### config.mk
export PLATFORM = sky130hd
export DESIGN_NAME = ltp_gen
export DESIGN_NICKNAME = d
export VERILOG_FILES = /design/src/rtl/ltp_pkg.sv /design/src/rtl/ltp_regs.sv /design/src/rtl/ltp_seq.sv /design/src/rtl/ltp_lane.sv /design/src/rtl/ltp_gen.sv
export SDC_FILE = /design/constraint.sdc
export NUM_CORES = 1
export LEC_CHECK = 0
export ABC_AREA = 1
export BUFFER_PORTS_ARGS = -buffer_cell sky130_fd_sc_hd__buf_2
export CAP_MARGIN = 10
export CELL_PAD_IN_SITES_DETAIL_PLACEMENT = 0
export CELL_PAD_IN_SITES_GLOBAL_PLACEMENT = 1
export CORE_MARGIN = 2
export CORE_UTILIZATION = 43
export DETAILED_ROUTE_END_ITERATION = 6
export PLACE_DENSITY_LB_ADDON = 0.1
export SETUP_SLACK_MARGIN = 0.5
export SYNTH_ARGS = -nofsm -noshare
export SYNTH_HDL_FRONTEND = slang
export SYNTH_HIERARCHICAL = 1
export SYNTH_SLANG_ARGS = --single-unit
### constraint.sdc
create_clock -name clk -period 3.8 [get_ports clk]
set_input_delay 0.38 -clock clk [delete_from_list [all_inputs] [get_ports clk]]
set_output_delay 0.38 -clock clk [all_outputs]
set_load 0.005 [all_outputs]
### src/rtl/ltp_pkg.sv
package ltp_pkg;

    localparam logic [7:0] SYM_COM = 8'hBC;
    localparam logic [7:0] SYM_SKP = 8'h1C;
    localparam logic [7:0] SYM_DLY = 8'hF7;

    typedef enum logic [1:0] {
        S_IDLE = 2'd0,
        S_DATA = 2'd1,
        S_SKIP = 2'd2
    } seq_state_e;

    typedef struct packed {
        logic       skip_sup;
        logic [2:0] lane;
        logic       auto_seq;
        logic       init_disp;
        logic       start;
    } ctrl_t;

    // legal control characters: the K28 family plus four x.7 codes
    function automatic logic is_ctrl_sym(input logic [7:0] s);
        logic ok;
        if (s[4:0] == 5'b11100)
            ok = 1'b1;
        else if (s[7:5] == 3'b111 &&
                 (s[4:0] == 5'b10111 || s[4:0] == 5'b11011 ||
                  s[4:0] == 5'b11101 || s[4:0] == 5'b11110))
            ok = 1'b1;
        else
            ok = 1'b0;
        return ok;
    endfunction

    // symbols whose encoded form is unbalanced and inverts running disparity
    function automatic logic flips_rd(input logic [7:0] s);
        logic f;
        f = (s[4:0] == 5'b11100) &&
            (s[7:5] == 3'd1 || s[7:5] == 3'd2 || s[7:5] == 3'd3 ||
             s[7:5] == 3'd5 || s[7:5] == 3'd6);
        return f;
    endfunction

endpackage

### src/rtl/ltp_regs.sv
module ltp_regs
    import ltp_pkg::*;
#(
    parameter  int BUF_DEPTH = 4,
    localparam int ADDR_W    = $clog2(BUF_DEPTH + 1)
) (
    input  logic                   clk,
    input  logic                   rst_n,
    input  logic                   we,
    input  logic [ADDR_W-1:0]      addr,
    input  logic [7:0]             wdata,
    output ctrl_t                  ctrl,
    output logic [BUF_DEPTH*8-1:0] buf_flat,
    output logic [BUF_DEPTH-1:0]   bad
);

    ctrl_t ctrl_q;

    always_ff @(posedge clk or negedge rst_n) begin
        if (!rst_n)
            ctrl_q <= '0;
        else if (we && addr == '0)
            ctrl_q <= ctrl_t'(wdata[6:0]);
    end

    assign ctrl = ctrl_q;

    for (genvar i = 0; i < BUF_DEPTH; i++) begin : g_ent
        logic [7:0] ent_q;

        always_ff @(posedge clk or negedge rst_n) begin
            if (!rst_n)
                ent_q <= SYM_COM;
            else if (we && addr == ADDR_W'(i + 1))
                ent_q <= wdata;
        end

        assign bad[i]            = !is_ctrl_sym(ent_q);
        assign buf_flat[i*8 +: 8] = bad[i] ? SYM_COM : ent_q;
    end

endmodule

### src/rtl/ltp_seq.sv
module ltp_seq
    import ltp_pkg::*;
#(
    parameter  int NUM_LANES     = 8,
    parameter  int BUF_DEPTH     = 4,
    parameter  int SKIP_INTERVAL = 1180,
    parameter  int SKIP_LEN      = 4,
    localparam int IDX_W         = $clog2(BUF_DEPTH)
) (
    input  logic             clk,
    input  logic             rst_n,
    input  logic             run,
    input  logic             skip_sup,
    input  logic             auto_seq,
    input  logic [2:0]       lane_cfg,
    output logic             active,
    output logic             in_skip,
    output logic             at_head,
    output logic             load_disp,
    output logic [IDX_W-1:0] idx,
    output logic [2:0]       dly_lane,
    output logic [7:0]       skip_sym
);

    localparam int CNT_W    = $clog2(SKIP_INTERVAL);
    localparam int POS_W    = $clog2(SKIP_LEN);
    localparam int LANE_MAX = NUM_LANES - 1;

    seq_state_e       state_q, state_d;
    logic [IDX_W-1:0] idx_q;
    logic [CNT_W-1:0] cnt_q;
    logic [POS_W-1:0] pos_q;
    logic [2:0]       rot_q;
    logic             last_idx, skip_due, last_pos;

    assign last_idx = (idx_q == IDX_W'(BUF_DEPTH - 1));
    assign skip_due = !skip_sup && (cnt_q == CNT_W'(SKIP_INTERVAL - 1));
    assign last_pos = (pos_q == POS_W'(SKIP_LEN - 1));

    // next-state logic
    always_comb begin
        state_d = state_q;
        unique case (state_q)
            S_IDLE:  state_d = run ? S_DATA : S_IDLE;
            S_DATA:  if (!run)         state_d = S_IDLE;
                     else if (skip_due) state_d = S_SKIP;
            S_SKIP:  if (!run)         state_d = S_IDLE;
                     else if (last_pos) state_d = S_DATA;
            default: state_d = S_IDLE;
        endcase
    end

    // state register
    always_ff @(posedge clk or negedge rst_n) begin
        if (!rst_n)
            state_q <= S_IDLE;
        else
            state_q <= state_d;
    end

    // index, interval counter, skip position and rotating lane
    always_ff @(posedge clk or negedge rst_n) begin
        if (!rst_n) begin
            idx_q <= '0;
            cnt_q <= '0;
            pos_q <= '0;
            rot_q <= '0;
        end else begin
            unique case (state_q)
                S_IDLE: begin
                    idx_q <= '0;
                    cnt_q <= '0;
                    pos_q <= '0;
                    rot_q <= lane_cfg;
                end
                S_DATA: begin
                    idx_q <= last_idx ? '0 : idx_q + 1'b1;
                    cnt_q <= (skip_due || skip_sup) ? '0 : cnt_q + 1'b1;
                    pos_q <= '0;
                    if (last_idx && auto_seq)
                        rot_q <= (rot_q >= 3'(LANE_MAX)) ? 3'd0 : rot_q + 3'd1;
                end
                S_SKIP: begin
                    pos_q <= pos_q + 1'b1;
                end
                default: begin
                    idx_q <= '0;
                    pos_q <= '0;
                end
            endcase
        end
    end

    // outputs
    always_comb begin
        active    = 1'b0;
        in_skip   = 1'b0;
        load_disp = 1'b0;
        unique case (state_q)
            S_IDLE:  load_disp = run;
            S_DATA:  active    = 1'b1;
            S_SKIP:  begin
                active  = 1'b1;
                in_skip = 1'b1;
            end
            default: active = 1'b0;
        endcase
    end

    assign at_head  = (idx_q == '0);
    assign idx      = idx_q;
    assign dly_lane = auto_seq ? rot_q : lane_cfg;
    assign skip_sym = (pos_q == '0) ? SYM_COM : SYM_SKP;

endmodule

### src/rtl/ltp_lane.sv
module ltp_lane
    import ltp_pkg::*;
#(
    parameter int LANE = 0
) (
    input  logic       clk,
    input  logic       rst_n,
    input  logic       active,
    input  logic       in_skip,
    input  logic       at_head,
    input  logic       load_disp,
    input  logic       init_disp,
    input  logic [2:0] dly_lane,
    input  logic [7:0] data_sym,
    input  logic [7:0] skip_sym,
    output logic [7:0] sym,
    output logic       k,
    output logic       disp
);

    logic [7:0] sel;
    logic       disp_q;

    always_comb begin
        if (in_skip)
            sel = skip_sym;
        else if (at_head && dly_lane == 3'(LANE))
            sel = SYM_DLY;
        else
            sel = data_sym;
    end

    always_ff @(posedge clk or negedge rst_n) begin
        if (!rst_n)
            disp_q <= 1'b0;
        else if (load_disp)
            disp_q <= init_disp;
        else if (active)
            disp_q <= disp_q ^ flips_rd(sel);
    end

    assign sym  = active ? sel : 8'h00;
    assign k    = active;
    assign disp = active & disp_q;

endmodule

### src/rtl/ltp_gen.sv
module ltp_gen
    import ltp_pkg::*;
#(
    parameter  int NUM_LANES     = 8,
    parameter  int BUF_DEPTH     = 4,
    parameter  int SKIP_INTERVAL = 1180,
    parameter  int SKIP_LEN      = 4,
    localparam int ADDR_W        = $clog2(BUF_DEPTH + 1)
) (
    input  logic                   clk,
    input  logic                   rst_n,
    input  logic                   cfg_we,
    input  logic [ADDR_W-1:0]      cfg_addr,
    input  logic [7:0]             cfg_wdata,
    input  logic                   glob_start,
    output logic                   tx_active,
    output logic [NUM_LANES*8-1:0] lane_sym,
    output logic [NUM_LANES-1:0]   lane_k,
    output logic [NUM_LANES-1:0]   lane_disp,
    output logic [BUF_DEPTH-1:0]   buf_bad
);

    localparam int IDX_W = $clog2(BUF_DEPTH);

    ctrl_t                  ctrl;
    logic [BUF_DEPTH*8-1:0] buf_flat;
    logic                   run, init_disp;
    logic                   active, in_skip, at_head, load_disp;
    logic [IDX_W-1:0]       idx;
    logic [2:0]             dly_lane;
    logic [7:0]             skip_sym, data_sym;

    ltp_regs #(.BUF_DEPTH(BUF_DEPTH)) u_regs (
        .clk      (clk),
        .rst_n    (rst_n),
        .we       (cfg_we),
        .addr     (cfg_addr),
        .wdata    (cfg_wdata),
        .ctrl     (ctrl),
        .buf_flat (buf_flat),
        .bad      (buf_bad)
    );

    assign run       = ctrl.start | glob_start;
    assign init_disp = ctrl.init_disp;

    ltp_seq #(
        .NUM_LANES     (NUM_LANES),
        .BUF_DEPTH     (BUF_DEPTH),
        .SKIP_INTERVAL (SKIP_INTERVAL),
        .SKIP_LEN      (SKIP_LEN)
    ) u_seq (
        .clk       (clk),
        .rst_n     (rst_n),
        .run       (run),
        .skip_sup  (ctrl.skip_sup),
        .auto_seq  (ctrl.auto_seq),
        .lane_cfg  (ctrl.lane),
        .active    (active),
        .in_skip   (in_skip),
        .at_head   (at_head),
        .load_disp (load_disp),
        .idx       (idx),
        .dly_lane  (dly_lane),
        .skip_sym  (skip_sym)
    );

    assign data_sym  = buf_flat[{idx, 3'b000} +: 8];
    assign tx_active = active;

    for (genvar l = 0; l < NUM_LANES; l++) begin : g_lane
        ltp_lane #(.LANE(l)) u_lane (
            .clk       (clk),
            .rst_n     (rst_n),
            .active    (active),
            .in_skip   (in_skip),
            .at_head   (at_head),
            .load_disp (load_disp),
            .init_disp (init_disp),
            .dly_lane  (dly_lane),
            .data_sym  (data_sym),
            .skip_sym  (skip_sym),
            .sym       (lane_sym[l*8 +: 8]),
            .k         (lane_k[l]),
            .disp      (lane_disp[l])
        );
    end

endmodule

* After elaboration in Yosys (flattened, before gate mapping)
Cells that the tools add are included.
** Word-level totals
- Logic and storage cells :: 294
- Flip-flop bits (word level) :: 67
- Bits of input ports :: 15
- Output and inout port bits :: 85
** Operators by class
- Bitwise operators :: 17
- Magnitude comparators :: 1
- Shifts and indexed selects :: 1
- Reduce and logical (&&, ||, !) cells :: 87
- Equal/unequal tests :: 91
- Add/sub/neg operators :: 4
- Mux-type cells :: 71
** Operator list (count)
- two-way mux 8 bit :: 29
- == test 5 bit (second input constant) :: 28
- == test 3 bit (second input constant) :: 25
- == test 3 x 2 -> 1 bit (second input constant) :: 20
- logical OR 1 bit :: 45
- variable part select 32 x 6 -> 8 bit :: 1
- == test 3 x 1 -> 1 bit (second input constant) :: 10
- two-way mux 1 bit :: 28
- logical AND 1 bit :: 27
- case mux 11 bit (2 select lines) :: 1
- two-way mux 2 bit :: 6
- adder 11 x 1 -> 11 bit (second input constant) :: 1
- == test 11 bit (second input constant) :: 1
- two-way mux 11 bit :: 1
- two-way mux 3 bit :: 3
- bitwise AND 1 bit :: 8
- XOR 1 bit :: 8
- == test 2 bit (second input constant) :: 3
- zero test 2 bit :: 3
- zero test 3 bit :: 2
- != test 3 bit (second input constant) :: 2
- case mux 2 bit (3 select lines) :: 1
- case mux 3 bit (2 select lines) :: 1
- zero test 1 bit :: 5
- other kinds (10) :: 13

* Longest topological paths before layout
Gate-level depths: netlist of the first run.
- Depth in word-level cells :: 20
- Mapped depth :: 20
- Gate-level depth less buffers :: 20

* Cells and area by module
Netlist of the first run, hierarchy kept.
** By module, submodules not included
- ltp_regs :: cells each 265, instances 1, area each 2132.0 um^2
- ltp_seq :: cells each 192, instances 1, area each 1365.1 um^2
- ltp_lane at g_lane[1].u_lane ... :: cells each 69, instances 3, area each 352.8 um^2
- ltp_lane at g_lane[3].u_lane ... :: cells each 70, instances 3, area each 334.1 um^2
- ltp_gen :: cells each 95, instances 1, area each 401.6 um^2
- ltp_lane at g_lane[7].u_lane :: cells each 72, instances 1, area each 340.3 um^2
- ltp_lane at g_lane[0].u_lane :: cells each 69, instances 1, area each 330.3 um^2

* Least setup slack after synthesis of the first run
No wires, ideal clock.
- Kind :: register -> output
- Start point :: register u_seq.state_q[0]
- End point :: output lane_sym[56]
- Stages on the path, launching flop included :: 5
- Arrival :: 1884 ps
- Buffers on the path :: 0
- Required time :: 3420 ps
- Slack :: 1536 ps
- Path through :: dfrtp_1 > inv_1 > ha_1 > clkinv_1 > nor3_1
** Between the ends
- Cells in the longest elaborated chain, start to end :: 4
- Elaborated cells between the ends (all ways) :: 7
- Classes of those cells :: eq/ne: 2; mux: 4; reduce/logical: 1
** Ends and longest elaborated chain
- start, declared :: line ltp_seq.sv:29 : seq_state_e state_q, state_d;
- start signal, assigned :: line ltp_seq.sv:58 : state_q <= state_d;
- == test 2 bit / == test 2 x 1 -> 1 bit (equally long branches) :: line ltp_seq.sv:99 : unique case (state_q)
- OR reduction 2 bit (no line) (*)
- two-way mux 1 bit (*) :: line ltp_seq.sv:99
- named net tx_active :: line ltp_gen.sv:16 : output logic tx_active,
- two-way mux 8 bit (*) :: line ltp_lane.sv:42 : assign sym = active ? sel : 8'h00;
- end, declared :: line ltp_gen.sv:17 : output logic [NUM_LANES*8-1:0] lane_sym,
The timed path passes the listed nets; every way through them passes the cells marked *.

* Final worst setup path of the first run
- Start point :: register u_regs.g_ent[0].ent_q[3]
- End point :: output lane_sym[58]
** Between the ends
- Cells in the longest elaborated chain, start to end :: 12
- Elaborated cells between the ends (all ways) :: 16
- Classes of those cells :: eq/ne: 5; shift: 1; mux: 6; reduce/logical: 4
** Ends and longest elaborated chain
- start, declared :: line ltp_regs.sv:29 : logic [7:0] ent_q;
- start signal, assigned :: line ltp_regs.sv:35 : ent_q <= wdata;
- == test 5 bit :: line ltp_pkg.sv:27 : (s[4:0] == 5'b10111 || s[4:0] == 5'b11011 ||
- logical OR 1 bit (2 in a row) :: line ltp_pkg.sv:27
- logical OR 1 bit :: line ltp_pkg.sv:28 : s[4:0] == 5'b11101 || s[4:0] == 5'b11110))
- logical AND 1 bit :: line ltp_pkg.sv:26 : else if (s[7:5] == 3'b111 &&
- two-way mux 1 bit :: line ltp_pkg.sv:26
- two-way mux 1 bit (*) :: line ltp_pkg.sv:24 : if (s[4:0] == 5'b11100)
- two-way mux 8 bit (*) :: line ltp_regs.sv:39 : assign buf_flat[i*8 +: 8] = bad[i] ? SYM_COM : ent_q;
- named net buf_flat[2] :: line ltp_gen.sv:26 : logic [BUF_DEPTH*8-1:0] buf_flat;
- variable part select 32 x 6 -> 8 bit (*) :: line ltp_gen.sv:68 : assign data_sym = buf_flat[{idx, 3'b000} +: 8];
- named net data_sym[2] :: line ltp_gen.sv:31 : logic [7:0] skip_sym, data_sym;
- two-way mux 8 bit (*) :: line ltp_lane.sv:27 : else if (at_head && dly_lane == 3'(LANE))
- two-way mux 8 bit (*) :: line ltp_lane.sv:25 : if (in_skip)
- two-way mux 8 bit (*) :: line ltp_lane.sv:42
Marked as above.

==> impl_metrics.tcl, run 1 <==
set metrics [dict create \
    clock-sinks 67 \
    dieArea_um2 16430 \
    status "finished clean" \
    tns_ns 0 \
    wl_um 17800 \
    num_rows 45 \
    initial_utilization_pct 43.78 \
    path_max_fanout 8 \
    ys_ff_latch 67 \
    rsz0062_at_grt "no" \
    drt-initial-drc-count 369 \
    grt_pass1_vias 5860 \
    via_per_inst 4.687 \
    yosysWarnings 6 \
    synth_edf_count 0 \
    clk_pin_slew_ns 0.06 \
    core_area_um2 15150 \
    die_x_um 128.2 \
    routabilityCongestion 0.8415 \
    ys_seq_area_share_pct 25.67 \
    worstPathArrival_ns 2.62 \
    grt_max_degree 39 \
    num_vias 6539 \
    worstHoldPathType "in -> async" \
    port_buffers 99 \
    fmax_ghz 0.3333 \
    cts_tree "built" \
    insertion_delay_ns 0.34 \
    post-route-min-period_ns 3.000 \
    drv_cap 0 \
    firstDrtPassIters 5 \
    dp_cells 1379 \
    grt_pass1_wl_um 29370 \
    fillCellCount 1666 \
    worst_slew_pin_slew_ns 0.9339 \
    io_pins 100 \
    syn_inst 1110 \
    antenna_found_initial 0 \
    end_kind "primary output" \
    slew_headroom_pct 37.74 \
    avgSynthCellArea_um2 5.973 \
    post_drt_wl_per_cell_um 12.76 \
    antennaDiodeCount 0 \
    cts_setup_buffers 0 \
    drc 0 \
    p_leak_nw 4.383 \
    timing.final.max_slew_violations 0 \
    cts_buffer_depth 2 \
    synth_area_um2 6630 \
    synthArstFlopShare_pct 100.0 \
    crit-reg2reg-launch "u_regs/g_ent[0].ent_q[3]" \
    ff2ff_path_depth 18 \
    setup_viol 0 \
    hold_violations 0 \
    grtUsageTotal_pct 22.39 \
    synth_cell_type_count 37 \
    gr-total-overflow 0 \
    synthFlopType "dfrtp_1" \
    fin_nets 1227 \
    clockRootBuffer "clkbuf_16" \
    cts_buffers 9 \
    die_h_um 128.2 \
    cp-start-kind "flop" \
    dp_hpwl_um 13120 \
    layoutNonFillerInstCount 1395 \
    power_density_nw_per_um2 704.6 \
    drive_above_1_share_pct 20.13 \
    h-tree-depth 3 \
    postRouteAntennaNets 0 \
    syn2layout_area_growth_pct 12.55 \
    skew_ns 0.01368 \
    cp.required_ns 3.42 \
    cp-startpoint "u_regs/g_ent[0].ent_q[3]" \
    post-route-period-util_pct 78.95 \
    ir_drop_uv 265.2 \
    critical_path_class "reg -> out" \
]
-- power breakdown --
group          switching (W)  internal [W]
combinational        0.00206       0.00123
sequential          0.000192      0.000901
clock               0.000333      0.000543
total                0.00258       0.00268
-- worst paths after layout --
check	to	slack [ns]
setup / recovery	lane_sym[58]	0.80
hold / removal	u_regs/g_ent[0].ent_q[0]	0.19
setup reg to reg	g_lane[7].u_lane/disp_q	1.22
hold reg to reg	u_seq/pos_q[0]	0.47
max in group asynchronous	u_regs/ctrl[3]	2.82
min in group clk	u_regs/g_ent[0].ent_q[7]	0.42
-- what timing repair did --
item | 4_1_cts | 5_1_grt
endpoints found under the setup margin | 0 | 1
hold buffers | 0 | 0
gates resized for setup | 0 | 1
-- layer usage --
layer | vias up | wire length, µm | share of wire [%] | GRT usage (%)
met5 | - | 0 | 0 | 0
met4 | 0 | 211 | 1.2 | 6.076
met3 | 14 | 647 | 3.6 | 3.297
met2 | 122 | 8271 | 46 | 36.62
met1 | 2896 | 8672 | 49 | 30.98
li1 | 3507 | - | - | -
-- Yosys cell counts, types with 10 or more instances --
cell	number	area share, %
clkinv_1	16	0.91
nor2_2	21	2.0
nand3_1	60	4.5
inv_1	187	11
dfstp_2	20	7.9
nor3_1	23	1.7
o21ai_0	16	1.2
nand2_2	11	1.0
buf_4	20	2.3
dfrtp_1	47	18
nor2_1	198	11
o21ai_1	12	0.91
o21ai_2	22	2.9
ha_1	10	1.9
or2_1	17	1.6
a21oi_1	40	3.0
nand2_1	302	17
buf_6	15	2.5
nand4_1	13	1.2
-- logic make-up (layout without fill, tap and decap cells) --
family	count (synthesis)	count (layout)	synth area share, %
xor+xnor	1	1	0.1321
flops	67	67	25.67
other cells	3	10	0.1698
simple gates	672	672	44.74
buf+inv	252	342	17.46
fa+ha+maj	10	10	1.887
compound gates	105	105	9.945
-- layout make-up --
cell class / count / area, µm² / area share, %
Clock inverter: 4 / 50.05 / 0.6707
Sequential cell: 67 / 1702 / 22.80
Multi-Input combinational cell: 798 / 3802 / 50.96
Inverter: 214 / 823.3 / 11.03
Timing Repair Buffer: 112 / 593.1 / 7.948
Clock buffer: 12 / 256.5 / 3.437
Tap cell: 188 / 235.2 / 3.152
-- worst max-delay path: stages, from the launching register on --
cell and delay [ns]:
dfstp_2 0.55, nor2_1 0.05, nor2_1 0.09, nand3_1 0.15, nor2_1 0.28, nand2_1 0.08
inv_1 0.07, nand2_1 0.05, nand3_1 0.08, nand2_1 0.23, or2_1 0.29, nor2_1 0.13
nor3_1 0.08, buf_2 0.14
-- flip-flops by register name, summed over array words and instances, names as in the netlist --
name / cells
u_regs/g_ent.ent_q: 32
u_seq/cnt_q: 11
g_lane.u_lane/disp_q: 8
u_regs/ctrl: 7
u_seq/rot_q: 3
u_seq/idx: 2
u_seq/pos_q: 2
u_seq/state_q: 2
-- cell usage in the layout, fill, tap and decap left out, drive strengths merged, types with 2 or more instances in the layout --
master    Yosys  routed
clkinvlp      0       2
conb          3      10
nand4        13      13
nand3        63      63
ha           10      10
nor3         23      23
o21ai        50      50
nor2        228     228
dfstp        20      20
o21a          2       2
clkinv       16      17
o21bai        2       2
a21oi        48      48
dfrtp        47      47
or2          26      26
buf          38     112
clkbuf        0      12
inv         198     198
nand2       319     319
-- through the flow --
stage                     area [µm²]  total power [W]  setup slack [ns]  hold WS (ns)  utilization [%]
after detailed placement        7153         0.004412             1.054        0.4585            47.23
after global routing            7462         0.005845            0.5162        0.2514            49.27
final                           7462         0.005258            0.7998        0.1884            49.27
after global placement          7153         0.004390             1.070        0.4553            47.23
after CTS                       7460         0.005310            0.6909        0.2183            49.25
after floorplan                 6656         0.003499             1.536       0.08441                -
(Power assumes the default switching activity.)
==> run 2, diff against run 1 <==
--- a/config.mk
+++ b/config.mk
@@ -11,7 +11,7 @@
 export CELL_PAD_IN_SITES_DETAIL_PLACEMENT = 0
 export CELL_PAD_IN_SITES_GLOBAL_PLACEMENT = 1
 export CORE_MARGIN = 2
-export CORE_UTILIZATION = 43
+export CORE_UTILIZATION = 36
 export DETAILED_ROUTE_END_ITERATION = 6
 export PLACE_DENSITY_LB_ADDON = 0.1
 export SETUP_SLACK_MARGIN = 0.5
==> constraint.sdc (replaced) <==
create_clock -name clk -period 2.7 [get_ports clk]
set_input_delay 0.27 -clock clk [delete_from_list [all_inputs] [get_ports clk]]
set_output_delay 0.27 -clock clk [all_outputs]
set_load 0.005 [all_outputs]
==> run 2 against run 1 <==
Utilization shrank 0.25 points. Final cell count up 7.8%. Via count up 6.2%.
==> impl_metrics.tcl, run 2 (same netlist as run 1, synthesis figures left out) <==
set metrics [dict create \
    worstHoldPathType "in -> reg" \
    cts_tree "built" \
    post_drt_wl_per_cell_um 13.71 \
    worst_slew_pin_slew_ns 0.5919 \
    cts_buffer_depth 2 \
    grt_pass1_wl_um 32640 \
    skew_ns 0.01567 \
    multi_input_area_um2 4429 \
    insertion_delay_ns 0.34 \
    drive_above_1_share_pct 35.53 \
    wl_um 20620 \
    fin_util_pct 49.01 \
    rrSetupSlack_ns 0.26 \
    num_rows 49 \
    drv_cap 0 \
    path_max_fanout 8 \
    end_kind "primary output" \
    clk_pin_slew_ns 0.06 \
    clockRootBuffer "clkbuf_16" \
    cp.required_ns 2.43 \
    routabilityCongestion 0.7797 \
    fmax_ghz 0.3883 \
    hold_violations 0 \
    drc 0 \
    status "finished clean" \
    die_h_um 139.7 \
    fin_nets 1295 \
    largestRegisters "u_regs/g_ent.ent_q x32, u_seq/cnt_q x11, g_lane.u_lane/disp_q x8" \
    antenna_found_initial 0 \
    dieArea_um2 19520 \
    clock-sinks 67 \
    grt_max_degree 42 \
    layout_commonest_cell "nand2_1" \
    io_pins 100 \
    crit-reg2reg-launch "u_regs/g_ent[3].ent_q[2]" \
    ff2ff_path_depth 20 \
    cp-start-kind "flop" \
    critical_path_class "reg -> out" \
    timing.final.max_slew_violations 0 \
    regArea_um2 1705 \
    firstDrtPassIters 5 \
    timing.hold.ws_ns 0.2970 \
    fillCellCount 1959 \
    num_vias 6942 \
    syn2layout_area_growth_pct 33.25 \
    h-tree-depth 3 \
    worstPathArrival_ns 2.31 \
    ir_drop_uv 461.7 \
    power_density_nw_per_um2 997.7 \
    min_to "u_regs/g_ent[0].ent_q[7]" \
    initial_utilization_pct 36.78 \
    largest_reg_flops 32 \
    setup_viol 0 \
    p_leak_nw 4.917 \
    top_register "u_regs/g_ent.ent_q" \
    post-route-min-period_ns 2.575 \
    r2r_end "g_lane[0].u_lane/disp_q" \
    antennaDiodeCount 0 \
    setup_ws_ns 0.1247 \
    dp_hpwl_um 13700 \
    gr-total-overflow 0 \
    hp-start "cfg_wdata[7]" \
    cts_buffers 9 \
    worstHoldPathCells 3 \
    slowest_delay_ns 0.56 \
    grtUsageTotal_pct 20.52 \
    postRouteAntennaNets 0 \
    post-route-period-util_pct 95.38 \
    slew_headroom_pct 60.54 \
    worstPathCellList "nand2_1 > inv_1 > nand2_2 > nand3_4 > nor2_4 > nand2_2 > inv_1 > nand2_1 > nand3_2 > nand2_2 > buf_12 > inv_1 > nor2_2 > nand2_1 > a21oi_2 > buf_2" \
    via_per_inst 4.616 \
    dp_slack_ns -0.02273 \
    drt-initial-drc-count 323 \
    grt_pass1_vias 6221 \
    die_x_um 139.7 \
    cp_slowest_cell "dfstp_2" \
    rsz0062_at_grt "yes" \
    port_buffers 99 \
    final_cell_mix "nand2_1, inv_1, nor2_1" \
    core_area_um2 18020 \
]
run 2: cell types whose count changed in the layout (fill, tap and decap cells not counted), moves of 11 or more:
| cell | before | now |
|---|---|---|
| a21oi_2 | 8 | 28 |
| nand2_2 | 12 | 35 |
| nor2_2 | 21 | 47 |
| buf_4 | 13 | 60 |
| a21oi_1 | 40 | 13 |
| nand2_4 | 6 | 17 |
| nand3_1 | 60 | 49 |
| nand2_1 | 301 | 267 |
| nor2_4 | 8 | 20 |
| nor2_1 | 198 | 160 |
run 2: stage by stage:
step | TNS, ns | power (W) | cells | instance area (µm²)
4_1_cts | 0 | 0.008015 | 1464 | 8083
5_1_grt | -0.9678 | 0.009675 | 1504 | 8835
2_1_floorplan | 0 | 0.004924 | 1117 | 6656
3_3_place_gp | -0.05048 | 0.006351 | 1425 | 7279
6_report | 0 | 0.008815 | 1504 | 8835
3_5_place_dp | -0.02273 | 0.006360 | 1425 | 7279
run 2: how the worst max path moves through the flow:
stage,start,end,cells after the start
5_1_grt,u_regs/g_ent[3].ent_q[2],lane_sym[47],16
3_3_place_gp,u_regs/g_ent[0].ent_q[2],g_lane[7].u_lane/disp_q,16
2_1_floorplan,u_seq/state_q[0],lane_sym[56],4
6_report,u_regs/g_ent[3].ent_q[2],lane_sym[3],16
4_1_cts,u_regs/g_ent[0].ent_q[3],lane_sym[63],13
3_5_place_dp,u_regs/g_ent[0].ent_q[2],g_lane[7].u_lane/disp_q,16
run 2: metal layers:
metal | vias up | GRT usage (%) | share of wire, %
li1 | 3659 | - | -
met1 | 3139 | 28.57 | 48
met2 | 122 | 34.04 | 47
met3 | 22 | 2.443 | 3.4
met4 | 0 | 4.842 | 1.5
met5 | - | 0 | 0
run 2: area by class of cell:
class                      count  share of cell area (%)
tap                          229                   3.243
timing repair inverter         1                 0.08497
inverter                     214                   9.489
timing repair buffer         179                   14.66
sequential                    67                   19.30
clock buffer                  10                   2.592
multi-input combinational    798                   50.13
clock inverter                 6                  0.4957
run 2: repair_timing:
item | 4_1_cts | 5_1_grt
pin swaps | 37 | 61
setup endpoints to repair | 72 | 72
hold endpoints to repair | 3 | 0
setup buffers | 20 | 37
hold buffers | 1 | 0
cloned | 2 | 3
gates resized for setup | 86 | 113
run 2: power breakdown:
| group | internal, W | switching (W) | total [W] |
|---|---|---|---|
| clock | 0.000624 | 0.000486 | 0.00111 |
| sequential | 0.00127 | 0.000251 | 0.00152 |
| combinational | 0.00263 | 0.00356 | 0.00618 |
run 2: worst max-delay path: cells and delay by family (launching register included):
family,cells,cell delay (ns)
AOI/OAI and AO/OA,1,0.18
and+or+nand+nor,10,0.79
DFF,1,0.56
buffers and inverters,5,0.44
==> run 3, diff against run 2 <==
--- a/config.mk
+++ b/config.mk
@@ -8,10 +8,10 @@
 export ABC_AREA = 1
 export BUFFER_PORTS_ARGS = -buffer_cell sky130_fd_sc_hd__buf_2
 export CAP_MARGIN = 10
-export CELL_PAD_IN_SITES_DETAIL_PLACEMENT = 0
-export CELL_PAD_IN_SITES_GLOBAL_PLACEMENT = 1
+export CELL_PAD_IN_SITES_DETAIL_PLACEMENT = 1
+export CELL_PAD_IN_SITES_GLOBAL_PLACEMENT = 2
 export CORE_MARGIN = 2
-export CORE_UTILIZATION = 36
+export CORE_UTILIZATION = 28
 export DETAILED_ROUTE_END_ITERATION = 6
 export PLACE_DENSITY_LB_ADDON = 0.1
 export SETUP_SLACK_MARGIN = 0.5
==> run 3 against run 2 <==
Clock skew rose by 0.0027 ns. Highest routed layer unchanged. Register-to-register slack got worse by 0.06 ns. Sequential power barely moved. Design area increased by 6.6%.
==> impl_metrics.tcl, run 3 (same netlist as run 1, synthesis figures left out) <==
set metrics [dict create \
    syn2layout_area_growth_pct 42.10 \
    gr-total-overflow 0 \
    post_drt_wl_per_cell_um 15.04 \
    fmax_ghz 0.3835 \
    setup_ws_ns 0.09225 \
    antenna_found_initial 0 \
    cpLargestDelayFamily "simple AND/OR/NAND/NOR gates" \
    worst_slew_pin_slew_ns 0.6833 \
    dp_cells 1515 \
    setup_viol 0 \
    dp_hpwl_um 16170 \
    postRouteAntennaNets 0 \
    layoutNonFillerInstCount 1597 \
    grt_pass1_vias 6949 \
    initial_utilization_pct 28.42 \
    core_area_um2 23330 \
    grt_max_degree 62 \
    cp-startpoint "u_regs/g_ent[1].ent_q[2]" \
    cts_buffer_depth 2 \
    fin_util_pct 40.38 \
    drive_above_1_share_pct 42.33 \
    die_x_um 157.9 \
    antennaDiodeCount 0 \
    hold_violations 0 \
    skew_ns 0.01840 \
    port_buffers 99 \
    top_register "u_regs/g_ent.ent_q" \
    cts_buffers 9 \
    clockRootBuffer "clkbuf_16" \
    insertion_delay_ns 0.34 \
    path_max_fanout 8 \
    grt_pass1_wl_um 37030 \
    power_density_nw_per_um2 1027 \
    via_per_inst 4.490 \
    wl_um 24020 \
    h-tree-depth 3 \
    fillCellCount 3066 \
    layout_commonest_cell "nand2_1" \
    io_pins 100 \
    routabilityCongestion 0.7618 \
    post-route-min-period_ns 2.608 \
    worstPathArrival_ns 2.34 \
    hp-start "cfg_wdata[7]" \
    timing.final.max_slew_violations 0 \
    largest_reg_flops 32 \
    dp_slack_ns 0.2196 \
    num_rows 56 \
    cts_tree "built" \
    fin_nets 1298 \
    largestRegisters "u_regs/g_ent.ent_q x32, u_seq/cnt_q x11, g_lane.u_lane/disp_q x8" \
    clk_pin_slew_ns 0.06 \
    rsz0062_at_grt "yes" \
    crit_top_cell "nor2_2" \
    cp-start-kind "flop" \
    num_vias 7171 \
    cp.required_ns 2.43 \
    p_leak_nw 5.030 \
    drv_cap 0 \
    ir_drop_uv 351.3 \
    path_buf_inv 3 \
    dieArea_um2 24930 \
    slowest_delay_ns 0.56 \
    worstHoldPathType "in -> reg" \
    die_h_um 157.9 \
    final_cell_mix "nand2_1, inv_1, nor2_1" \
    post-route-period-util_pct 96.58 \
    grtUsageTotal_pct 18.89 \
    drt-initial-drc-count 216 \
    tns_ns 0 \
    clock-sinks 67 \
    status "finished clean" \
    end_kind "primary output" \
    worstPathCellList "nor2_2 > nor2_2 > nand3_4 > nor3_4 > inv_1 > nand2_1 > nand3_2 > nand2_2 > buf_12 > or2_1 > nor2_2 > nor3_2 > buf_2" \
    crit-reg2reg-launch "u_regs/g_ent[0].ent_q[3]" \
    cp_slowest_cell "dfstp_2" \
    drc 0 \
    slew_headroom_pct 54.45 \
    firstDrtPassIters 4 \
    critical_path_class "reg -> out" \
]
run 3: changes by cell type in the layout (fill, tap and decap cells not counted), sizes merged:
cell      delta
bufbuf       -1
bufinv       +1
clkinv       -8
inv          +3
buf          +4
clkbuf       +3
clkinvlp     +1
run 3: worst reg2reg max path, cell delays in order (launching register included):
cell and delay (ns):
dfstp_2 0.56, nor2_1 0.06, nor2_2 0.13, nand3_4 0.12
nor2_4 0.16, nand2_1 0.06, inv_1 0.05, nand2_1 0.07
nand3_2 0.08, nand2_2 0.07, buf_12 0.16, nor2_4 0.09
nand2_2 0.07, nand2_2 0.09, buf_6 0.10, buf_6 0.08
buf_6 0.10, nand2_4 0.05, inv_4 0.05, nor2_4 0.03
nand3_2 0.04, nand2_1 0.04, nand3_1 0.08, nand2_1 0.05
run 3: through the flow:
step / area [µm²] / hold WS (ns) / power, W
finish: 9422 / 0.2749 / 0.009675
global placement: 7417 / 0.1797 / 0.006546
detailed placement: 7417 / 0.1780 / 0.006602
floorplan: 6656 / -0.02559 / 0.004924
CTS: 8586 / 0.2822 / 0.008786
global route: 9422 / 0.3005 / 0.01058
run 3: repair_timing:
| item | CTS | global route |
|---|---|---|
| endpoints found under the hold margin | 6 | 0 |
| hold buffers | 1 | 0 |
| endpoints found under the setup margin | 72 | 72 |
| cloned | 2 | 3 |
| pin swaps | 45 | 109 |
| resized for setup | 152 | 185 |
| buffers inserted | 33 | 27 |
run 3: layer usage:
metal | global-route usage [%] | up-vias | wire length, µm
li1 | - | 3658 | -
met1 | 24.48 | 3387 | 11110
met4 | 4.545 | 0 | 484
met3 | 1.944 | 32 | 534
met5 | 0 | - | 0
met2 | 33.56 | 94 | 11890
run 3: worst paths after layout:
check,end,slack (ns),cells after the start
hold reg to reg,u_regs/g_ent[3].ent_q[4],0.47,2
setup / recovery,lane_sym[56],0.09,13
hold / removal,u_regs/g_ent[1].ent_q[7],0.27,3
setup reg to reg,g_lane[5].u_lane/disp_q,0.20,23
max in group asynchronous,u_regs/g_ent[3].ent_q[5],1.66,3
min in group asynchronous,g_lane[4].u_lane/disp_q,0.34,2
run 3: final cells by class:
type,count,area (µm²),share of cell area [%]
well taps,319,399.1,4.236
clock buffers,12,246.5,2.616
flip-flops and latches,67,1705,18.10
clock inverters,4,50.05,0.5312
repair buffers,183,1415,15.02
multi-input cells,798,4747,50.39
inverters,214,858.3,9.110
run 3: report_power, final:
part           internal, W  switching [W]
Combinational      0.00292        0.00399
Clock             0.000741       0.000501
Sequential         0.00127       0.000252
